### config.mk
export PLATFORM = sky130hd
export DESIGN_NAME = disp_addr_gen
export DESIGN_NICKNAME = d
export VERILOG_FILES = /design/src/rtl/fdag_pkg.sv /design/src/rtl/fdag_regs.sv /design/src/rtl/fdag_timing.sv /design/src/rtl/fdag_ctrl.sv /design/src/rtl/disp_addr_gen.sv
export SDC_FILE = /design/constraint.sdc
export NUM_CORES = 1
export LEC_CHECK = 0
export ABC_CLOCK_PERIOD_IN_PS = 3300
export BUFFER_PORTS_ARGS = -buffer_cell sky130_fd_sc_hd__buf_2
export CORE_MARGIN = 2
export CORE_UTILIZATION = 41
export CTS_CLUSTER_DIAMETER = 200
export DETAILED_ROUTE_END_ITERATION = 10
export SKIP_LAST_GASP = 1
export SYNTH_ARGS = -nofsm -noshare
export SYNTH_HDL_FRONTEND = slang
export SYNTH_SLANG_ARGS = --single-unit
### constraint.sdc
create_clock -name clk -period 3.3 [get_ports clk]
set_input_delay 0 -clock clk [delete_from_list [all_inputs] [get_ports clk]]
set_output_delay 0 -clock clk [all_outputs]
set_load 0.005 [all_outputs]
### src/rtl/fdag_pkg.sv
package fdag_pkg;

    typedef enum logic [1:0] {
        ST_IDLE  = 2'd0,
        ST_TOP   = 2'd1,
        ST_LOWER = 2'd2
    } fdag_state_e;

    localparam logic [7:0] IDX_START_HI = 8'h0C;
    localparam logic [7:0] IDX_START_LO = 8'h0D;
    localparam logic [7:0] IDX_LINE_OFS = 8'h13;

endpackage

### src/rtl/fdag_regs.sv
module fdag_regs
    import fdag_pkg::*;
#(
    parameter int DATA_W = 8,
    parameter int IDX_W  = 8,
    parameter int HALVES = 2,
    localparam int ADDR_W = DATA_W * HALVES
) (
    input  logic              clk,
    input  logic              rst_n,
    input  logic              wr_en,
    input  logic [IDX_W-1:0]  wr_idx,
    input  logic [DATA_W-1:0] wr_data,
    output logic [ADDR_W-1:0] start_addr,
    output logic [DATA_W-1:0] line_ofs
);

    // Start address halves: half h (0 = least significant) lives at
    // index IDX_START_LO - h, so the high byte sits one index below.
    for (genvar h = 0; h < HALVES; h++) begin : g_half
        localparam logic [IDX_W-1:0] MY_IDX = IDX_W'(IDX_START_LO) - IDX_W'(h);
        logic [DATA_W-1:0] half_q;

        always_ff @(posedge clk) begin
            if (!rst_n) begin
                half_q <= '0;
            end else if (wr_en && (wr_idx == MY_IDX)) begin
                half_q <= wr_data;
            end
        end

        assign start_addr[h*DATA_W +: DATA_W] = half_q;
    end

    always_ff @(posedge clk) begin
        if (!rst_n) begin
            line_ofs <= '0;
        end else if (wr_en && (wr_idx == IDX_W'(IDX_LINE_OFS))) begin
            line_ofs <= wr_data;
        end
    end

endmodule

### src/rtl/fdag_timing.sv
module fdag_timing #(
    parameter int LINE_W = 10
) (
    input  logic              clk,
    input  logic              rst_n,
    input  logic              vsync,
    input  logic              hend,
    output logic              load_evt,
    output logic              line_adv,
    output logic [LINE_W-1:0] next_line
);

    logic              vsync_q;
    logic [LINE_W-1:0] line_q;

    always_ff @(posedge clk) begin
        if (!rst_n) begin
            vsync_q <= 1'b0;
        end else begin
            vsync_q <= vsync;
        end
    end

    // Leading edge of vertical sync; a line end in the same cycle is dropped.
    assign load_evt  = vsync && !vsync_q;
    assign line_adv  = hend && !load_evt;
    assign next_line = line_q + LINE_W'(1);

    always_ff @(posedge clk) begin
        if (!rst_n) begin
            line_q <= '0;
        end else if (load_evt) begin
            line_q <= '0;
        end else if (line_adv) begin
            line_q <= next_line;
        end
    end

endmodule

### src/rtl/fdag_ctrl.sv
module fdag_ctrl
    import fdag_pkg::*;
#(
    parameter int ADDR_W = 16,
    parameter int OFS_W  = 8,
    parameter int LINE_W = 10
) (
    input  logic              clk,
    input  logic              rst_n,
    input  logic              load_evt,
    input  logic              line_adv,
    input  logic              de,
    input  logic [LINE_W-1:0] next_line,
    input  logic [LINE_W-1:0] split_line,
    input  logic [ADDR_W-1:0] start_addr,
    input  logic [OFS_W-1:0]  line_ofs,
    output logic [ADDR_W-1:0] addr,
    output fdag_state_e       state
);

    localparam int PAD_W = ADDR_W - OFS_W;

    fdag_state_e       state_d;
    logic [ADDR_W-1:0] base_q;
    logic [ADDR_W-1:0] ptr_q;
    logic [ADDR_W-1:0] stepped_base;
    logic [ADDR_W-1:0] base_next;
    logic              split_hit;

    assign stepped_base = base_q + {{PAD_W{1'b0}}, line_ofs};
    assign split_hit    = (state == ST_TOP) && line_adv && (next_line == split_line);
    assign base_next    = split_hit ? '0 : stepped_base;

    // State register
    always_ff @(posedge clk) begin
        if (!rst_n) begin
            state <= ST_IDLE;
        end else begin
            state <= state_d;
        end
    end

    // Next-state decode
    always_comb begin
        state_d = state;
        unique case (state)
            ST_IDLE:  if (load_evt) state_d = ST_TOP;
            ST_TOP: begin
                if (load_evt)       state_d = ST_TOP;
                else if (split_hit) state_d = ST_LOWER;
            end
            ST_LOWER: if (load_evt) state_d = ST_TOP;
            default:  state_d = ST_IDLE;
        endcase
    end

    // Output datapath: line base and display pointer
    always_ff @(posedge clk) begin
        if (!rst_n) begin
            base_q <= '0;
            ptr_q  <= '0;
        end else if (load_evt) begin
            base_q <= start_addr;
            ptr_q  <= start_addr;
        end else if (state != ST_IDLE) begin
            if (line_adv) begin
                base_q <= base_next;
                ptr_q  <= base_next;
            end else if (de) begin
                ptr_q <= ptr_q + ADDR_W'(1);
            end
        end
    end

    assign addr = ptr_q;

    assert_idle_zero_R10: assert property (@(posedge clk) disable iff (!rst_n)
        (state == ST_IDLE) |-> (addr == '0));

    assert_hold_R5: assert property (@(posedge clk) disable iff (!rst_n)
        (!load_evt && !line_adv && !de) |=> $stable(addr));

    assert_step_R5: assert property (@(posedge clk) disable iff (!rst_n)
        ((state != ST_IDLE) && !load_evt && !line_adv && de) |=> (addr == $past(addr) + ADDR_W'(1)));

    assert_split_zero_R7: assert property (@(posedge clk) disable iff (!rst_n)
        ((state == ST_TOP) && !load_evt && line_adv && (next_line == split_line))
        |=> ((addr == '0) && (state == ST_LOWER)));

    assert_no_second_split_R7: assert property (@(posedge clk) disable iff (!rst_n)
        ((state == ST_LOWER) && !load_evt) |=> (state == ST_LOWER));

    assert_load_wins_R9: assert property (@(posedge clk) disable iff (!rst_n)
        load_evt |=> (state == ST_TOP));

endmodule

### src/rtl/disp_addr_gen.sv
module disp_addr_gen
    import fdag_pkg::*;
#(
    parameter int DATA_W = 8,
    parameter int LINE_W = 10,
    localparam int ADDR_W = 2 * DATA_W
) (
    input  logic              clk,
    input  logic              rst_n,
    input  logic              reg_wr,
    input  logic [7:0]        reg_idx,
    input  logic [DATA_W-1:0] reg_wdata,
    input  logic              vsync,
    input  logic              hend,
    input  logic              de,
    input  logic [LINE_W-1:0] split_line,
    output logic [ADDR_W-1:0] mem_addr
);

    logic [ADDR_W-1:0] start_addr;
    logic [DATA_W-1:0] line_ofs;
    logic              load_evt;
    logic              line_adv;
    logic [LINE_W-1:0] next_line;
    fdag_state_e       state;

    fdag_regs #(.DATA_W(DATA_W), .IDX_W(8), .HALVES(2)) u_regs (
        .clk        (clk),
        .rst_n      (rst_n),
        .wr_en      (reg_wr),
        .wr_idx     (reg_idx),
        .wr_data    (reg_wdata),
        .start_addr (start_addr),
        .line_ofs   (line_ofs)
    );

    fdag_timing #(.LINE_W(LINE_W)) u_timing (
        .clk       (clk),
        .rst_n     (rst_n),
        .vsync     (vsync),
        .hend      (hend),
        .load_evt  (load_evt),
        .line_adv  (line_adv),
        .next_line (next_line)
    );

    fdag_ctrl #(.ADDR_W(ADDR_W), .OFS_W(DATA_W), .LINE_W(LINE_W)) u_ctrl (
        .clk        (clk),
        .rst_n      (rst_n),
        .load_evt   (load_evt),
        .line_adv   (line_adv),
        .de         (de),
        .next_line  (next_line),
        .split_line (split_line),
        .start_addr (start_addr),
        .line_ofs   (line_ofs),
        .addr       (mem_addr),
        .state      (state)
    );

    assert_vs_load_R3: assert property (@(posedge clk) disable iff (!rst_n)
        load_evt |=> (mem_addr == $past(start_addr)));

    assert_held_vsync_no_reload_R3: assert property (@(posedge clk) disable iff (!rst_n)
        (vsync && $past(vsync) && !hend && !de && (state != ST_IDLE)) |=> $stable(mem_addr));

    assert_reset_idle_R1: assert property (@(posedge clk)
        !rst_n |=> ((mem_addr == '0) && (state == ST_IDLE)));

endmodule

==> run metrics <==
Ports=48; total of max-cap violations=0; Final min period=2.86 ns; Post-synth EDFFs=0; core area=0.00968 mm2; Leakage Power=1.93 nW; Final setup viols=0; WP data arrival=3.09 ns; largest family of logic cells by synthesized area=simple AND/OR/NAND/NOR gates; width of the chip=104 um; initial antenna violation count=0; initial core utilization=42.0%; Synth Area in Compound Gates=20.4%; Cell Pwr Density=398 mW/mm2; sequential share of the synthesized area=33.9%; nets=550; Rel. slew slack=33.6%; Post-Layout Cell Count=645; row count=36; WL per Instance=15.7 um; CP required=3.53 ns; Die H=104 um; Syn Inst Count=464; hold crit path type=input port to flop; largest net degree at the start of global routing=49; starting DRC count in detailed routing=177; Worst setup SP type=flop; CP max FO=30; Via Count=3,507; final-report max-slew violation count=0; Post-synth ARST share=0%; Final ANT Viol Nets=0; post-route clock skew=0.0160 ns; Inst Count DP=620; VDD IR max=160 uV; Synth Cell Area=0.00407 mm2; clk buf depth=2; routability cong.=0.844; peak clock frequency supported by timing=349 MHz; Area Overhead vs Synth=14.3%; detailed-route DRC error count=0; post-synth top area cell=dfxtp_1; Ant. Diodes=0; status=finished, final reports clean; GRT Total Usage=19.2%; synth unique cells=58; Port-buffer cells=47; die area=0.0107 mm2; Post-synth top flop=dfxtp_1; clock-pin transition on the worst setup and hold timing paths=0.08 ns; H-tree Lvls=3; Hold Violations, Final=0; main area contributors after synthesis=dfxtp_1, mux2i_1, xor2_1; first-pass GRT wire length=17,000 um; Num CTS Buffers=9; Synth warnings=0; syn_area_per_cell=8.77 um2; Total Routed Length=10,100 um; post-synth top area share=33.9%; mux cell area share after synthesis=6.39%; Layout fillers=945; CTS tree=built; Post-Synth Simple-Gate Area=21.9%; CP endpoint kind=flop; TritonRoute pass-1 iters=4; final global-route overflow total=0; worst skew pair latency=0.34 ns; Synth Area in XOR/XNOR=10.1%; root buf cell=clkbuf_8; share of layout cells above drive strength 1=16.4%; hpwl dp=7150 um; clk sink count=69; final worst path period share=86.8%; worst-margin pin slew=0.993 ns; vias in the first global route=3,438; mean number of vias per cell=5.44; Fin Setup TNS=0 ns; crit path kind=flop to flop; Yosys reg bits=69; syn_nets=507; Post-Synth Adder-Cell Area=3.56%; RSZ-0062 raised after global routing=no; post-CTS sizing=0
==> layer usage <==
| metal | GRT usage [%] | up-vias | wire, um |
|---|---|---|---|
| li1 | - | 1769 | - |
| met1 | 27.4 | 1644 | 5130 |
| met2 | 29.1 | 80 | 4290 |
| met3 | 3.02 | 14 | 505 |
| met4 | 7.82 | 0 | 194 |
| met5 | 0 | - | 0 |
==> kinds of logic (layout without fill, tap and decap cells) <==
group / Yosys count / in the layout
AOI/OAI and AO/OA: 108 / 108
xor gates and xnor gates: 47 / 47
adders and majority gates: 11 / 11
buffers and inverters: 34 / 82
DFF: 69 / 69
muxes: 26 / 26
and+or+nand+nor: 169 / 169
==> cell type report <==
class                   count  area, um2  share of cell area, %
flip-flops and latches     69       1380                   29.7
multi-input cells         361       2540                   54.6
repair buffers             59        348                   7.47
inverters                   7       26.3                  0.565
clock buffers              12        145                   3.12
well taps                 133        166                   3.58
clock inverters             4       47.5                   1.02
==> report_power, final <==
| group | switching (W) | leakage (nW) | internal [W] |
|---|---|---|---|
| combinational | 0.000141 | 1.27 | 0.000116 |
| clock | 0.000325 | 0.0964 | 0.000368 |
| sequential | 0.0000359 | 0.562 | 0.000866 |
==> worst max-delay path: stages (launching register included) <==
cell and delay [ns]:
dfxtp_1 0.44, ha_1 0.30, nand3_1 0.13, or3_1 0.38, a2111oi_2 0.38, nand4_1 0.23
o21ai_2 0.18, buf_4 0.34, nor3_1 0.11, o221a_2 0.24
==> registers in the layout, summed over array words and instances, names as in the netlist <==
signal	cells
u_regs.g_half.half_q	16
u_timing.vsync_q	1
u_regs.line_ofs	8
u_ctrl.state	2
u_ctrl.addr	16
u_timing.line_q	10
u_ctrl.base_q	16
==> cell usage after synthesis (3+ instances only) <==
library cell,number
clkbuf_1,20
o221a_2,9
nor2b_1,29
ha_1,10
o21ai_0,20
xor2_1,26
buf_2,3
xnor2_1,21
nand2_1,40
and3_1,8
a21o_1,5
o211ai_1,14
and4_1,3
o21a_1,6
nor3_1,13
inv_1,6
o211a_1,9
nand2b_1,6
dfxtp_1,69
nand4_1,6
or3_1,5
a31oi_1,4
nand3_1,20
a21oi_1,14
o211ai_2,3
mux2i_1,26
nor2_1,25
o31ai_1,4
==> placed cells by master, fill, tap and decap left out, types with 10 or more instances in the layout <==
cell type / synthesis / layout
dfxtp_1: 69 / 69
buf_2: 3 / 47
nand2_1: 40 / 40
nor2b_1: 29 / 29
xor2_1: 26 / 26
mux2i_1: 26 / 26
nor2_1: 25 / 25
xnor2_1: 21 / 21
o21ai_0: 20 / 20
nand3_1: 20 / 20
a21oi_1: 14 / 14
o211ai_1: 14 / 14
nor3_1: 13 / 13
ha_1: 10 / 10
clkbuf_8: 0 / 10
==> worst paths after layout <==
path / endpoint / startpoint / cells past startpoint / slack (ns)
max: u_ctrl.addr[10] / u_timing.line_q[0] / 9 / 0.44
min: u_ctrl.state[1] / rst_n / 2 / 0.09
max reg2reg: u_ctrl.addr[10] / u_timing.line_q[0] / 9 / 0.44
min reg2reg: u_ctrl.base_q[0] / u_ctrl.base_q[0] / 1 / 0.51
==> stage by stage <==
step	util, %	instance area, um2	setup WS (ns)	total power, W	hold slack [ns]
after floorplan	-	4070	0.793	0.00109	0.127
after global placement	45.1	4370	0.561	0.00116	0.235
after detailed placement	45.1	4370	0.446	0.00117	0.242
after CTS	48.1	4650	0.427	0.00187	0.0697
after global routing	48.1	4650	0.195	0.00193	0.0998
final	48.1	4650	0.435	0.00185	0.0865
==> repair_timing <==
action                                 in CTS  in global routing
endpoints found under the hold margin      24                  0
hold buffers                                9                  0
buffers inserted                            0                  0
No activity file was read; power rests on OpenSTA's default activity.
